===== config.mk =====
export PLATFORM = sky130hd
export DESIGN_NAME = irq_aggregator
export DESIGN_NICKNAME = d
export VERILOG_FILES = /design/src/rtl/irq_agg_pkg.sv /design/src/rtl/irq_src_bank.sv /design/src/rtl/irq_cfg_reg.sv /design/src/rtl/irq_pin_fsm.sv /design/src/rtl/irq_aggregator.sv
export SDC_FILE = /design/constraint.sdc
export NUM_CORES = 1
export LEC_CHECK = 0
export ABC_AREA = 1
export BUFFER_PORTS_ARGS = -buffer_cell sky130_fd_sc_hd__clkbuf_2
export CORE_UTILIZATION = 35
export DETAILED_ROUTE_END_ITERATION = 10
export GPL_ROUTABILITY_DRIVEN = 0
export GPL_TIMING_DRIVEN = 1
export HOLD_SLACK_MARGIN = 0.06
export PLACE_DENSITY = 0.6
export RECOVER_POWER = 50
export SETUP_SLACK_MARGIN = 0.2
export SYNTH_ARGS = -nofsm -noshare
export SYNTH_HDL_FRONTEND = slang
export SYNTH_HIERARCHICAL = 1
export SYNTH_SLANG_ARGS = --single-unit

===== constraint.sdc =====
create_clock -name clk -period 1.3 [get_ports clk]
set_input_delay 0.065 -clock clk [delete_from_list [all_inputs] [get_ports clk]]
set_output_delay 0.065 -clock clk [all_outputs]
set_load 0.01 [all_outputs]

===== src/rtl/irq_agg_pkg.sv =====
package irq_agg_pkg;

    typedef enum logic [2:0] {
        PS_DISARMED = 3'd0,
        PS_ARMED    = 3'd1,
        PS_LEVEL    = 3'd2,
        PS_PULSE    = 3'd3,
        PS_SPENT    = 3'd4
    } pin_state_e;

    // bit 0 pin_en, bit 1 master_en, bit 2 pulse_mode, bit 3 act_high
    typedef struct packed {
        logic act_high;
        logic pulse_mode;
        logic master_en;
        logic pin_en;
    } pin_cfg_t;

    localparam int CFG_W = 4;

    localparam logic [1:0] A_STATUS = 2'd0;
    localparam logic [1:0] A_EN_SET = 2'd1;
    localparam logic [1:0] A_EN_CLR = 2'd2;
    localparam logic [1:0] A_CFG    = 2'd3;

endpackage


===== src/rtl/irq_src_bank.sv =====
module irq_src_bank #(
    parameter int NSRC = 8
) (
    input  logic            clk,
    input  logic            rst_n,
    input  logic [NSRC-1:0] evt_i,
    input  logic            w1c_stb_i,
    input  logic            set_stb_i,
    input  logic            clr_stb_i,
    input  logic [NSRC-1:0] mask_i,
    output logic [NSRC-1:0] status_o,
    output logic [NSRC-1:0] enable_o
);

    logic [NSRC-1:0] st_q;
    logic [NSRC-1:0] en_q;

    for (genvar g = 0; g < NSRC; g++) begin : g_src
        logic st_b;
        logic en_b;

        // pending: a new event wins over a software clear in the same cycle
        always_ff @(posedge clk or negedge rst_n) begin
            if (!rst_n)
                st_b <= 1'b0;
            else if (evt_i[g])
                st_b <= 1'b1;
            else if (w1c_stb_i && mask_i[g])
                st_b <= 1'b0;
        end

        always_ff @(posedge clk or negedge rst_n) begin
            if (!rst_n)
                en_b <= 1'b0;
            else if (set_stb_i && mask_i[g])
                en_b <= 1'b1;
            else if (clr_stb_i && mask_i[g])
                en_b <= 1'b0;
        end

        assign st_q[g] = st_b;
        assign en_q[g] = en_b;
    end

    assign status_o = st_q;
    assign enable_o = en_q;

    p_evt_latch_r3: assert property (@(posedge clk) disable iff (!rst_n)
        (|evt_i) |=> ((status_o & $past(evt_i)) == $past(evt_i)));

    p_w1c_clears_r4: assert property (@(posedge clk) disable iff (!rst_n)
        w1c_stb_i |=> ((status_o & $past(mask_i) & ~$past(evt_i)) == '0));

    p_set_bits_r1: assert property (@(posedge clk) disable iff (!rst_n)
        set_stb_i |=> ((enable_o & $past(mask_i)) == $past(mask_i)));

    p_set_keeps_r1: assert property (@(posedge clk) disable iff (!rst_n)
        set_stb_i |=> ((enable_o & ~$past(mask_i)) == ($past(enable_o) & ~$past(mask_i))));

    p_clr_bits_r2: assert property (@(posedge clk) disable iff (!rst_n)
        clr_stb_i |=> ((enable_o & $past(mask_i)) == '0));

endmodule


===== src/rtl/irq_cfg_reg.sv =====
module irq_cfg_reg
    import irq_agg_pkg::*;
(
    input  logic             clk,
    input  logic             rst_n,
    input  logic             wr_stb_i,
    input  logic [CFG_W-1:0] wdata_i,
    output pin_cfg_t         cfg_o,
    output logic             arm_req_o
);

    pin_cfg_t cfg_q;

    always_ff @(posedge clk or negedge rst_n) begin
        if (!rst_n)
            cfg_q <= '0;
        else if (wr_stb_i)
            cfg_q <= pin_cfg_t'(wdata_i);
    end

    assign cfg_o     = cfg_q;
    assign arm_req_o = wr_stb_i && wdata_i[0];

    p_cfg_hold_r11: assert property (@(posedge clk) disable iff (!rst_n)
        !wr_stb_i |=> $stable(cfg_o));

endmodule


===== src/rtl/irq_pin_fsm.sv =====
module irq_pin_fsm
    import irq_agg_pkg::*;
#(
    parameter int NSRC      = 8,
    parameter int PULSE_LEN = 4
) (
    input  logic            clk,
    input  logic            rst_n,
    input  pin_cfg_t        cfg_i,
    input  logic [NSRC-1:0] status_i,
    input  logic [NSRC-1:0] enable_i,
    input  logic            arm_req_i,
    output logic            irq_pin_o
);

    localparam int CW = $clog2(PULSE_LEN + 1);
    localparam logic [CW-1:0] CNT_LOAD = CW'(PULSE_LEN - 1);

    pin_state_e    state_q, state_d;
    logic [CW-1:0] cnt_q, cnt_d;
    logic          qual;
    logic          all_clear;
    logic          active;

    assign qual      = cfg_i.master_en && (|(status_i & enable_i));
    assign all_clear = (status_i == '0);

    // state register
    always_ff @(posedge clk or negedge rst_n) begin
        if (!rst_n) begin
            state_q <= PS_DISARMED;
            cnt_q   <= '0;
        end else begin
            state_q <= state_d;
            cnt_q   <= cnt_d;
        end
    end

    // next state
    always_comb begin
        state_d = state_q;
        cnt_d   = cnt_q;
        unique case (state_q)
            PS_DISARMED, PS_SPENT: begin
                if (arm_req_i && all_clear)
                    state_d = PS_ARMED;
                else if (!cfg_i.pin_en)
                    state_d = PS_DISARMED;
            end
            PS_ARMED: begin
                if (!cfg_i.pin_en)
                    state_d = PS_DISARMED;
                else if (qual) begin
                    if (cfg_i.pulse_mode) begin
                        state_d = PS_PULSE;
                        cnt_d   = CNT_LOAD;
                    end else begin
                        state_d = PS_LEVEL;
                    end
                end
            end
            PS_LEVEL: begin
                if (!cfg_i.pin_en)
                    state_d = PS_DISARMED;
                else if (!qual)
                    state_d = PS_SPENT;
            end
            PS_PULSE: begin
                if (!cfg_i.pin_en)
                    state_d = PS_DISARMED;
                else if (cnt_q == '0)
                    state_d = PS_SPENT;
                else
                    cnt_d = cnt_q - 1'b1;
            end
            default: state_d = PS_DISARMED;
        endcase
    end

    // outputs
    always_comb begin
        active    = (state_q == PS_LEVEL) || (state_q == PS_PULSE);
        irq_pin_o = cfg_i.act_high ? active : !active;
    end

    p_pulse_end_r7: assert property (@(posedge clk) disable iff (!rst_n)
        (state_q == PS_PULSE && cnt_q == '0 && cfg_i.pin_en) |=> (state_q == PS_SPENT));

    p_level_hold_r8: assert property (@(posedge clk) disable iff (!rst_n)
        (state_q == PS_LEVEL && qual && cfg_i.pin_en) |=> (state_q == PS_LEVEL));

    p_no_arm_pending_r6: assert property (@(posedge clk) disable iff (!rst_n)
        ((state_q == PS_DISARMED || state_q == PS_SPENT) && !all_clear) |=> (state_q != PS_ARMED));

    p_master_gate_r5: assert property (@(posedge clk) disable iff (!rst_n)
        (state_q == PS_ARMED && !cfg_i.master_en) |=> !(state_q == PS_LEVEL || state_q == PS_PULSE));

    p_pin_off_r6: assert property (@(posedge clk) disable iff (!rst_n)
        (!cfg_i.pin_en && !arm_req_i) |=> (state_q == PS_DISARMED || state_q == PS_SPENT));

endmodule


===== src/rtl/irq_aggregator.sv =====
module irq_aggregator
    import irq_agg_pkg::*;
#(
    parameter int NSRC      = 8,
    parameter int PULSE_LEN = 4
) (
    input  logic            clk,
    input  logic            rst_n,
    input  logic [NSRC-1:0] evt_strobe,
    input  logic            reg_wr,
    input  logic [1:0]      reg_addr,
    input  logic [NSRC-1:0] reg_wdata,
    output logic [NSRC-1:0] reg_rdata,
    output logic            irq_pin
);

    localparam int PAD_W = NSRC - CFG_W;

    logic [NSRC-1:0] status;
    logic [NSRC-1:0] enable;
    pin_cfg_t        cfg;
    logic            arm_req;
    logic            w1c_stb, set_stb, clr_stb, cfg_stb;

    assign w1c_stb = reg_wr && (reg_addr == A_STATUS);
    assign set_stb = reg_wr && (reg_addr == A_EN_SET);
    assign clr_stb = reg_wr && (reg_addr == A_EN_CLR);
    assign cfg_stb = reg_wr && (reg_addr == A_CFG);

    irq_src_bank #(.NSRC(NSRC)) u_bank (
        .clk       (clk),
        .rst_n     (rst_n),
        .evt_i     (evt_strobe),
        .w1c_stb_i (w1c_stb),
        .set_stb_i (set_stb),
        .clr_stb_i (clr_stb),
        .mask_i    (reg_wdata),
        .status_o  (status),
        .enable_o  (enable)
    );

    irq_cfg_reg u_cfg (
        .clk       (clk),
        .rst_n     (rst_n),
        .wr_stb_i  (cfg_stb),
        .wdata_i   (reg_wdata[CFG_W-1:0]),
        .cfg_o     (cfg),
        .arm_req_o (arm_req)
    );

    irq_pin_fsm #(.NSRC(NSRC), .PULSE_LEN(PULSE_LEN)) u_pin (
        .clk       (clk),
        .rst_n     (rst_n),
        .cfg_i     (cfg),
        .status_i  (status),
        .enable_i  (enable),
        .arm_req_i (arm_req),
        .irq_pin_o (irq_pin)
    );

    always_comb begin
        unique case (reg_addr)
            A_STATUS: reg_rdata = status;
            A_EN_SET: reg_rdata = enable;
            A_EN_CLR: reg_rdata = enable;
            default:  reg_rdata = {{PAD_W{1'b0}}, cfg};
        endcase
    end

endmodule


; ---- Yosys cells after proc, flatten, opt, wreduce, memory -nomap -nowiden
; Cells that the tools add are included.
[word_totals]
ff_bits = 26
inputBits = 21
word_cells = 149
[classes]
add_sub_neg = 1
eq_ne = 16
n_mux = 50
bitwise_logic = 1
reduce_logical = 59
[op_table]
columns = op, count
row1 = two-way mux 3 bit, 13
row2 = two-way mux 1 bit, 34
row3 = nonzero test 2 bit, 17
row4 = logical AND 1 bit, 31
row5 = one-hot mux 8 bit (2 select lines), 1
row6 = one-hot mux 3 bit (4 select lines), 1
row7 = "inequality test 3 x 2 -> 1 bit, second input constant", 3
row8 = AND 8 bit, 1
row9 = logical NOT 8 bit, 1
row10 = "inequality test 2 bit, second input constant", 4
row11 = OR reduction 8 bit, 1
row12 = "== test 3 x 2 -> 1 bit, second input constant", 2
row13 = logical NOT 3 bit, 2
row14 = one-hot mux 3 bit (2 select lines), 1
row15 = AND reduction 6 bit, 1
row16 = "== test 2 bit, second input constant", 2
row17 = AND reduction 4 bit, 1
row18 = OR reduction 2 bit, 2
row19 = "== test 3 x 1 -> 1 bit, second input constant", 1
row20 = "== test 3 bit, second input constant", 1
row21 = "inequality test 3 bit, second input constant", 1
row22 = "subtractor 3 x 1 -> 3 bit, second input constant", 1
row23 = "== test 2 x 1 -> 1 bit, second input constant", 1
row24 = logical NOT 2 bit, 1
row25 = other kinds (3), 3

; ---- Logic depth before layout (Yosys ltp)
; Gate-level depths: netlist of the first run.
[logic_depth]
depth_word = 6
depth_mapped = 12
depth_no_buf = 12

; ---- By module
; Netlist of the first run, hierarchy kept.
[modules_own_cells]
columns = mod, instances, cells_per_inst, area_per_inst_um2, seq_area_each_um2
row1 = irq_src_bank, 1, 99, 775.7, 400.4
row2 = irq_pin_fsm, 1, 88, 521.8, 150.1
row3 = irq_aggregator, 1, 55, 289.0, 0.0
row4 = irq_cfg_reg, 1, 18, 152.6, 100.1

; ---- Worst setup path before layout of the first run
; Ideal clock, no wire load.
[synth_timing]
path_kind = register -> register
startpoint = register u_bank.g_src[3].st_b
endpoint = register u_pin.state_q[2]
setup_ns = 0.117
arrival_time_ns = 1.100
slack_ns = 0.083
stages_incl_launch_ff = 10
cell_sequence = dfrtp_1 -> buf_4 -> nor2_1 -> nand3_1 -> o21ai_0 -> nand2_1 -> nand2_2 -> nand2_2 -> nand2_1 -> nand2_1
[synth_between]
elab_chain_len = 5
elab_cells_between_ends = 11
classes_between = 3 x eq/ne / 2 x mux / 1 x bitwise / 5 x reduce/logical
[synth_lines]
columns = element, line
row1 = start: declaration, irq_src_bank.sv:19  ; logic st_b;
row2 = start signal: assignment, irq_src_bank.sv:25  ; st_b <= 1'b0;
row3 = start signal: assignment, irq_src_bank.sv:27  ; st_b <= 1'b1;
row4 = start signal: assignment, irq_src_bank.sv:29  ; st_b <= 1'b0;
row5 = AND 8 bit, irq_pin_fsm.sv:25  ; assign qual = cfg_i.master_en && (|(status_i & enable_i));
row6 = OR reduction 8 bit, irq_pin_fsm.sv:25
row7 = logical AND 1 bit, irq_pin_fsm.sv:25
row8 = inequality test 3 bit (no line) / inequality test 3 x 2 -> 1 bit (equally long branches), -
row9 = AND reduction 4 bit (no line), -
row10 = end signal: assignment, irq_pin_fsm.sv:34  ; state_q <= state_d;
row11 = end: declaration, irq_pin_fsm.sv:19  ; pin_state_e state_q, state_d;
; Parallel ways exist; a longest one is shown, timed or not.
; A chain may end at the register's enable or synchronous reset.

; ---- Worst setup path after layout of the first run
[layout_timing]
startpoint = register u_pin.state_q[1]
endpoint = output port irq_pin
[layout_between]
elab_chain_len = 4
elab_cells_between_ends = 5
classes_between = 2 x eq/ne / 1 x mux / 2 x reduce/logical
[layout_lines]
columns = element, line
row1 = == test 3 x 2 -> 1 bit, irq_pin_fsm.sv:82  ; active = (state_q == PS_LEVEL) || (state_q == PS_PULSE);
row2 = logical OR 1 bit *, irq_pin_fsm.sv:82
row3 = logical NOT 1 bit, irq_pin_fsm.sv:83  ; irq_pin_o = cfg_i.act_high ? active : !active;
row4 = two-way mux 1 bit *, irq_pin_fsm.sv:83
row5 = end: declaration, irq_aggregator.sv:14  ; output logic irq_pin
; Every way passes the cells marked *; elsewhere a longest branch is shown, timed or not.

==> results of run 1 <==
how the worst min path moves through the flow:
stage / slack, ns / startpoint / to / cells past startpoint
after global routing: 0.12 / reg_wdata[0] / u_bank/g_src[0].en_b / 4
after global placement: 0.08 / rst_n / u_pin/state_q[0] / 2
after detailed placement: 0.09 / rst_n / u_pin/state_q[0] / 2
final: 0.10 / reg_wdata[0] / u_cfg/cfg_o[0] / 3
after CTS: 0.09 / reg_wdata[0] / u_cfg/cfg_o[0] / 3
after floorplan: -0.23 / rst_n / u_bank/g_src[0].en_b / 0
metal layers:
metal | track usage [%] | vias up | part of all wire (%)
met5 | 0 | - | 0
li1 | - | 850 | -
met4 | 4.79 | 0 | 1.1
met3 | 1.81 | 5 | 3.6
met1 | 21.6 | 722 | 49
met2 | 26.4 | 37 | 46
cells by family (layout without fill, tap and decap cells):
logic type	count (synthesis)	in the layout
XOR/XNOR	2	2
flip-flops	26	26
AND/OR/NAND/NOR	171	171
adder cells (fa/ha/maj)	7	7
AO/OA/AOI/OAI	6	6
buffers and inverters	48	94
per-stage QoR:
step	setup TNS, ns	cell area, um2	hold slack, ns
floorplan	0	1750	-0.231
global placement	0	1870	0.0808
detailed placement	-0.0384	1870	0.0859
CTS	0	2190	0.0852
global route	-0.428	2240	0.125
finish	-0.0220	2240	0.102
flip-flops by register name, summed over array words and instances (netlist names):
register and cells:
u_bank/g_src.en_b 8, u_pin/cnt_q 3, u_bank/g_src.st_b 8, u_pin/state_q 3, u_cfg/cfg_o 4
Yosys cell counts:
library cell / number
nor3_1: 1
clkbuf_2: 1
buf_6: 2
nand2_2: 2
inv_2: 5
xnor2_1: 2
ha_1: 7
dfrtp_1: 26
inv_1: 21
buf_2: 2
nand3_1: 10
buf_4: 17
nor2_1: 10
nand2_1: 144
nor2_2: 3
a21oi_2: 4
o21ai_0: 2
nor2_4: 1
area by class of cell:
cell class,count,area share (%)
clock buffers,4,2.46
inverters,26,4.36
multi-input cells,186,39.1
flip-flops and latches,26,29.1
well taps,67,3.75
repair buffers,64,21.2
power by group:
group          internal, mW  switching (mW)  total [mW]
registers             0.885          0.0712       0.956
clock network         0.271           0.258       0.530
logic                 0.223           0.252       0.475
critical path, cell delays in order, from the launching register on:
cell and delay (ns):
dfrtp_1 0.41, inv_2 0.12, nor2_2 0.06, buf_4 0.14, xnor2_2 0.12, buf_2 0.14
repair_timing:
action	CTS	global route
pin swaps	11	6
endpoints found under the hold margin	44	0
setup buffers	5	5
hold buffers	17	0
gates resized for setup	12	11
endpoints found under the setup margin	15	15
==> results.md, run 1 <==
* Min cycle time layout at 1.32 ns
* Syn Nets at 288
* Adder-Cell Fraction of Synth Area at 5.04%
* Post-synthesis sequential area ratio at 37.4%
* Synth top area cells: dfrtp_1 37%, nand2_1 31%, buf_4 7.3%
* Final WS setup at -0.0220 ns
* First-pass GRT wire length at 6450 um
* Dpl ws at -0.0136 ns
* Unrepaired setup endpoints after global routing: true
* Multi-input gate area at 876 um2
* Hold WC Path Type: in2reg
* Worst Setup End Kind: output port
* #FFs+latches synth at 26
* Worst Setup EP: irq_pin
* Largest family of logic cells by synthesized area: simple AND/OR/NAND/NOR gates
* Reg2reg path depth at 9
* Max Cap Viol at 0
* Dominant cell type by area after synthesis: dfrtp_1
* Root buf cell: clkbuf_8
* Slew headroom at 55.7%
* Drt first pass iters at 4
* I/O Buffers at 29
* Ports at 30
* DRC at 0
* Most frequent cells in the layout: 140 x nand2_1, 26 x dfrtp_1, 22 x clkbuf_2, 21 x inv_1, 17 x dlygate4sd3_1
* Post-synthesis xor/xnor area fraction at 1.01%
* Violated checks: negative setup slack
* Reg2reg start: u_pin/state_q[2]
* Multiplexer area fraction after synthesis at 0%
* FMAX at 756 MHz
* Vias at 1614
* DR WL/cell at 10.4 um
* Max clock buf depth at 2
* Mapped Cells at 260
* Worst-Margin Slew at 0.665 ns
* Hold Fails Final Rpt at 0
* Post-DRT Antenna Nets at 0
* Most common cell after layout, fill and taps aside: nand2_1
* Maximum fanout along the worst path at 4
* Flop-to-flop setup slack at 0.02 ns
* All-Layer GR Usage at 15.8%
* Post-Synth Simple-Gate Area at 38.8%
* Syn. warnings at 6
* Num rows at 25
* Final Non-Filler Cells at 373
* Worst Path Required at 1.24 ns
* Type of the worst setup path: reg2out
* Complex-gate fraction of the synthesized area at 2.59%
* Post-detail-place hpwl at 2800 um
* Critical R2R Capture: u_pin/state_q[2]
* Setup clock skew after layout at 0.00557 ns
* Die height at 72.5 um
* Sink Count at 26
* Pin count of the biggest net entering global routing at 27
* CTS tree: built
* Critical path launch point type: flop
* Clock transition at the registers of the reported paths at 0.09 ns
* Share of the synthesized area in the top cell type at 37.4%
* PD cells at 876 nW/um2
* Setup-failing EPs final at 1
* Final #Nets at 335
* Total CTS buffers at 3
* Grt ovf at 0
* DIE WIDTH at 72.5 um
* Final core occ at 47.1%
* Starting Density at 36.6%
* Status: finished, violations left
* Post-Syn Area at 1740 um2
* Filler cell count at 507
* Clk Latency, worst-skew pair at 0.27 ns
* Total power at 1.96 mW
* Dpl cells at 342
* Avg Cell Area, Syn at 6.69 um2
* Core ar. at 4750 um2
* Pins Over Slew Limit at 0
* Share of layout cells above drive strength 1 at 25.2%
* Post-route clock period utilization at 102%
* WP data arrival at 1.26 ns
* P&R area growth vs syn at 28.7%
* Routed wire length at 3880 um
* Number of global-route vias before repair at 1487
* H-tree levels at 1
* Initial DRC Count at 79
* N_diodes at 0
* Pleak at 1.22 nW
* DIE AREA at 5250 um2
* Setup crit start: u_pin/state_q[1]
* Initial antenna violation count at 0
* Max VDD drop at 0.388 mV
* Vias per cell at 4.33
* Library cells used by synthesis at 18
* Register area at 651 um2
No activity file was read; power rests on OpenSTA's default activity.
==> run 2: changes to the inputs <==
Settings changed: CORE_UTILIZATION 35 to 56, PLACE_DENSITY 0.6 to 0.86.
==> run 2 against run 1 <==
- the run still ends with negative setup slack left
- sequential share of layout area is 1.3 points higher
- global-route usage is 8.5 points higher
- sequential cell count stayed put
- clock power is 5.5% higher
- utilization is 28 points higher
- critical path depth is 4 higher
- combinational power is 1% higher
- cell count is 11% lower
- die area is 37% lower
- wire length is 1.1% higher
- via count is 2.3% higher
==> results.md, run 2 (synthesis results as in run 1) <==
* Violated checks: negative setup slack
* Min cycle time layout at 1.30 ns
* All-Layer GR Usage at 24.3%
* CP max stage delay at 0.47 ns
* Status: finished, violations left
* Hold WC Path Type: in2reg
* CTS tree: built
* N_diodes at 0
* Slowest-stage cell, CP: dfrtp_2
* Vias per cell at 4.97
* Clock transition at the registers of the reported paths at 0.14 ns
* Total CTS buffers at 3
* Pleak at 1.18 nW
* DIE WIDTH at 57.7 um
* Reg2reg path depth at 9
* Vias at 1651
* Reg2reg start: u_pin/state_q[2]
* Cell repeated most along the worst path: nand2_1
* Root buf cell: clkbuf_4
* DRC at 0
* Worst-Margin Slew at 0.641 ns
* Final core occ at 75.5%
* H-tree levels at 1
* Type of the worst setup path: reg2reg
* Setup clock skew after layout at 0.00342 ns
* Die height at 57.7 um
* Core ar. at 2850 um2
* M1 WL at 1650 um
* Maximum fanout along the worst path at 4
* Setup crit start: u_pin/state_q[2]
* Ports at 30
* Post-route clock period utilization at 100%
* Max VDD drop at 0.673 mV
* Routed wire length at 3920 um
* Post-DRT Antenna Nets at 0
* WP buf/inv at 1
* Hold Fails Final Rpt at 0
* Met3 wire length at 280 um
* Slew headroom at 57.3%
* WP data arrival at 1.58 ns
* Max Cap Viol at 0
* Total power at 2.01 mW
* Pin count of the biggest net entering global routing at 27
* Starting Density at 61.0%
* P&R area growth vs syn at 23.8%
* FMAX at 768 MHz
* Unrepaired setup endpoints after global routing: true
* Critical R2R Capture: u_pin/state_q[2]
* Number of global-route vias before repair at 1513
* Initial antenna violation count at 0
* Worst Setup EP: u_pin/state_q[2]
* Worst Path Required at 1.58 ns
* CP Cell Sequence: nor2_4, inv_2, nor2_4, nand2_1, nand2_1, nand2_2, nand2_2, nand2_1, nand2_1
* Critical path launch point type: flop
* DIE AREA at 3330 um2
* Initial DRC Count at 86
* Most frequent cells in the layout: 135 x nand2_1, 24 x dfrtp_1, 20 x inv_1, 20 x clkbuf_2, 17 x dlygate4sd3_1
* Share of layout cells above drive strength 1 at 26.2%
* First-pass GRT wire length at 6180 um
* Uppermost layer routed: met4
* Worst Setup End Kind: flop
* Final #Nets at 330
* Num rows at 19
* WP depth at 9
* PD cells at 933 nW/um2
* I/O Buffers at 29
* Max clock buf depth at 2
* Flop-to-flop setup slack at -0.003 ns
* Setup-failing EPs final at 3
* Most common cell after layout, fill and taps aside: nand2_1
* Cell family with most CP delay: simple AND/OR/NAND/NOR gates
* Grt ovf at 0
* Pins Over Slew Limit at 0
* DR WL/cell at 11.8 um
* Drt first pass iters at 6
* Post-detail-place hpwl at 2530 um
* Final WS setup at -0.00256 ns
* Met2 WL at 1940 um
* Sink Count at 26
* Clk Latency, worst-skew pair at 0.33 ns
## run 2: changes by cell type in the layout (fill, tap and decap cells not counted), sizes merged
cell	previous run	this run
buf	25	21
bufinv	0	1
clkbuf	26	24
## run 2: layout make-up
class	instances	area [um2]
clock buffers	3	22.5
clock inverters	1	30.0
fillers	218	699
inverters	26	97.6
multi-input cells	186	896
flip-flops and latches	26	653
well taps	31	38.8
repair buffers	59	415
## run 2: worst min-delay path by stage
stage	start	end	slack (ns)	cells after the start
floorplan	rst_n	u_bank/g_src[0].en_b	-0.23	0
global placement	rst_n	u_bank/g_src[6].st_b	0.12	1
detailed placement	rst_n	u_bank/g_src[6].st_b	0.12	1
CTS	reg_wr	u_cfg/cfg_o[0]	0.11	5
global route	reg_wr	u_cfg/cfg_o[0]	0.12	5
finish	reg_wr	u_cfg/cfg_o[0]	0.11	5
## run 2: timing repair
item	in CTS	in global routing
pin swaps	22	13
gates resized for setup	6	24
endpoints found under the hold margin	46	0
buffers inserted	5	4
hold buffers	17	0
setup endpoints to repair	15	15
cloned	0	0
## run 2: stage by stage
step           TNS [ns]  cell area (um2)  std cells  setup WS (ns)  hold WS, ns
6_report       -0.00558             2150        332       -0.00256        0.115
5_1_grt          -0.443             2150        332         -0.108        0.124
4_1_cts               0             2080        328         0.0482        0.109
3_5_place_dp   -0.00356             1800        302       -0.00356        0.117
3_3_place_gp          0             1800        302         0.0382        0.122
2_1_floorplan         0             1750        260          0.110       -0.231
## run 2: worst reg2reg max path: stages (launching register included)
cell     delay [ns]
dfrtp_2        0.47
nor2_4         0.18
inv_2          0.09
nor2_4         0.11
nand2_1        0.07
nand2_1        0.08
nand2_2        0.07
nand2_2        0.09
nand2_1        0.05
nand2_1        0.05
## run 2: layer usage
layer / track usage (%) / up-vias
met5: 0 / -
met4: 6.12 / 0
met3: 4.91 / 6
met2: 44.7 / 59
met1: 29.2 / 749
li1: - / 837
## run 2: report_power, final
group          internal, mW  switching (mW)  total, mW  leakage [nW]
clock                 0.312           0.247      0.559        0.0279
sequential            0.886          0.0817      0.968         0.298
combinational         0.217           0.264      0.482         0.857
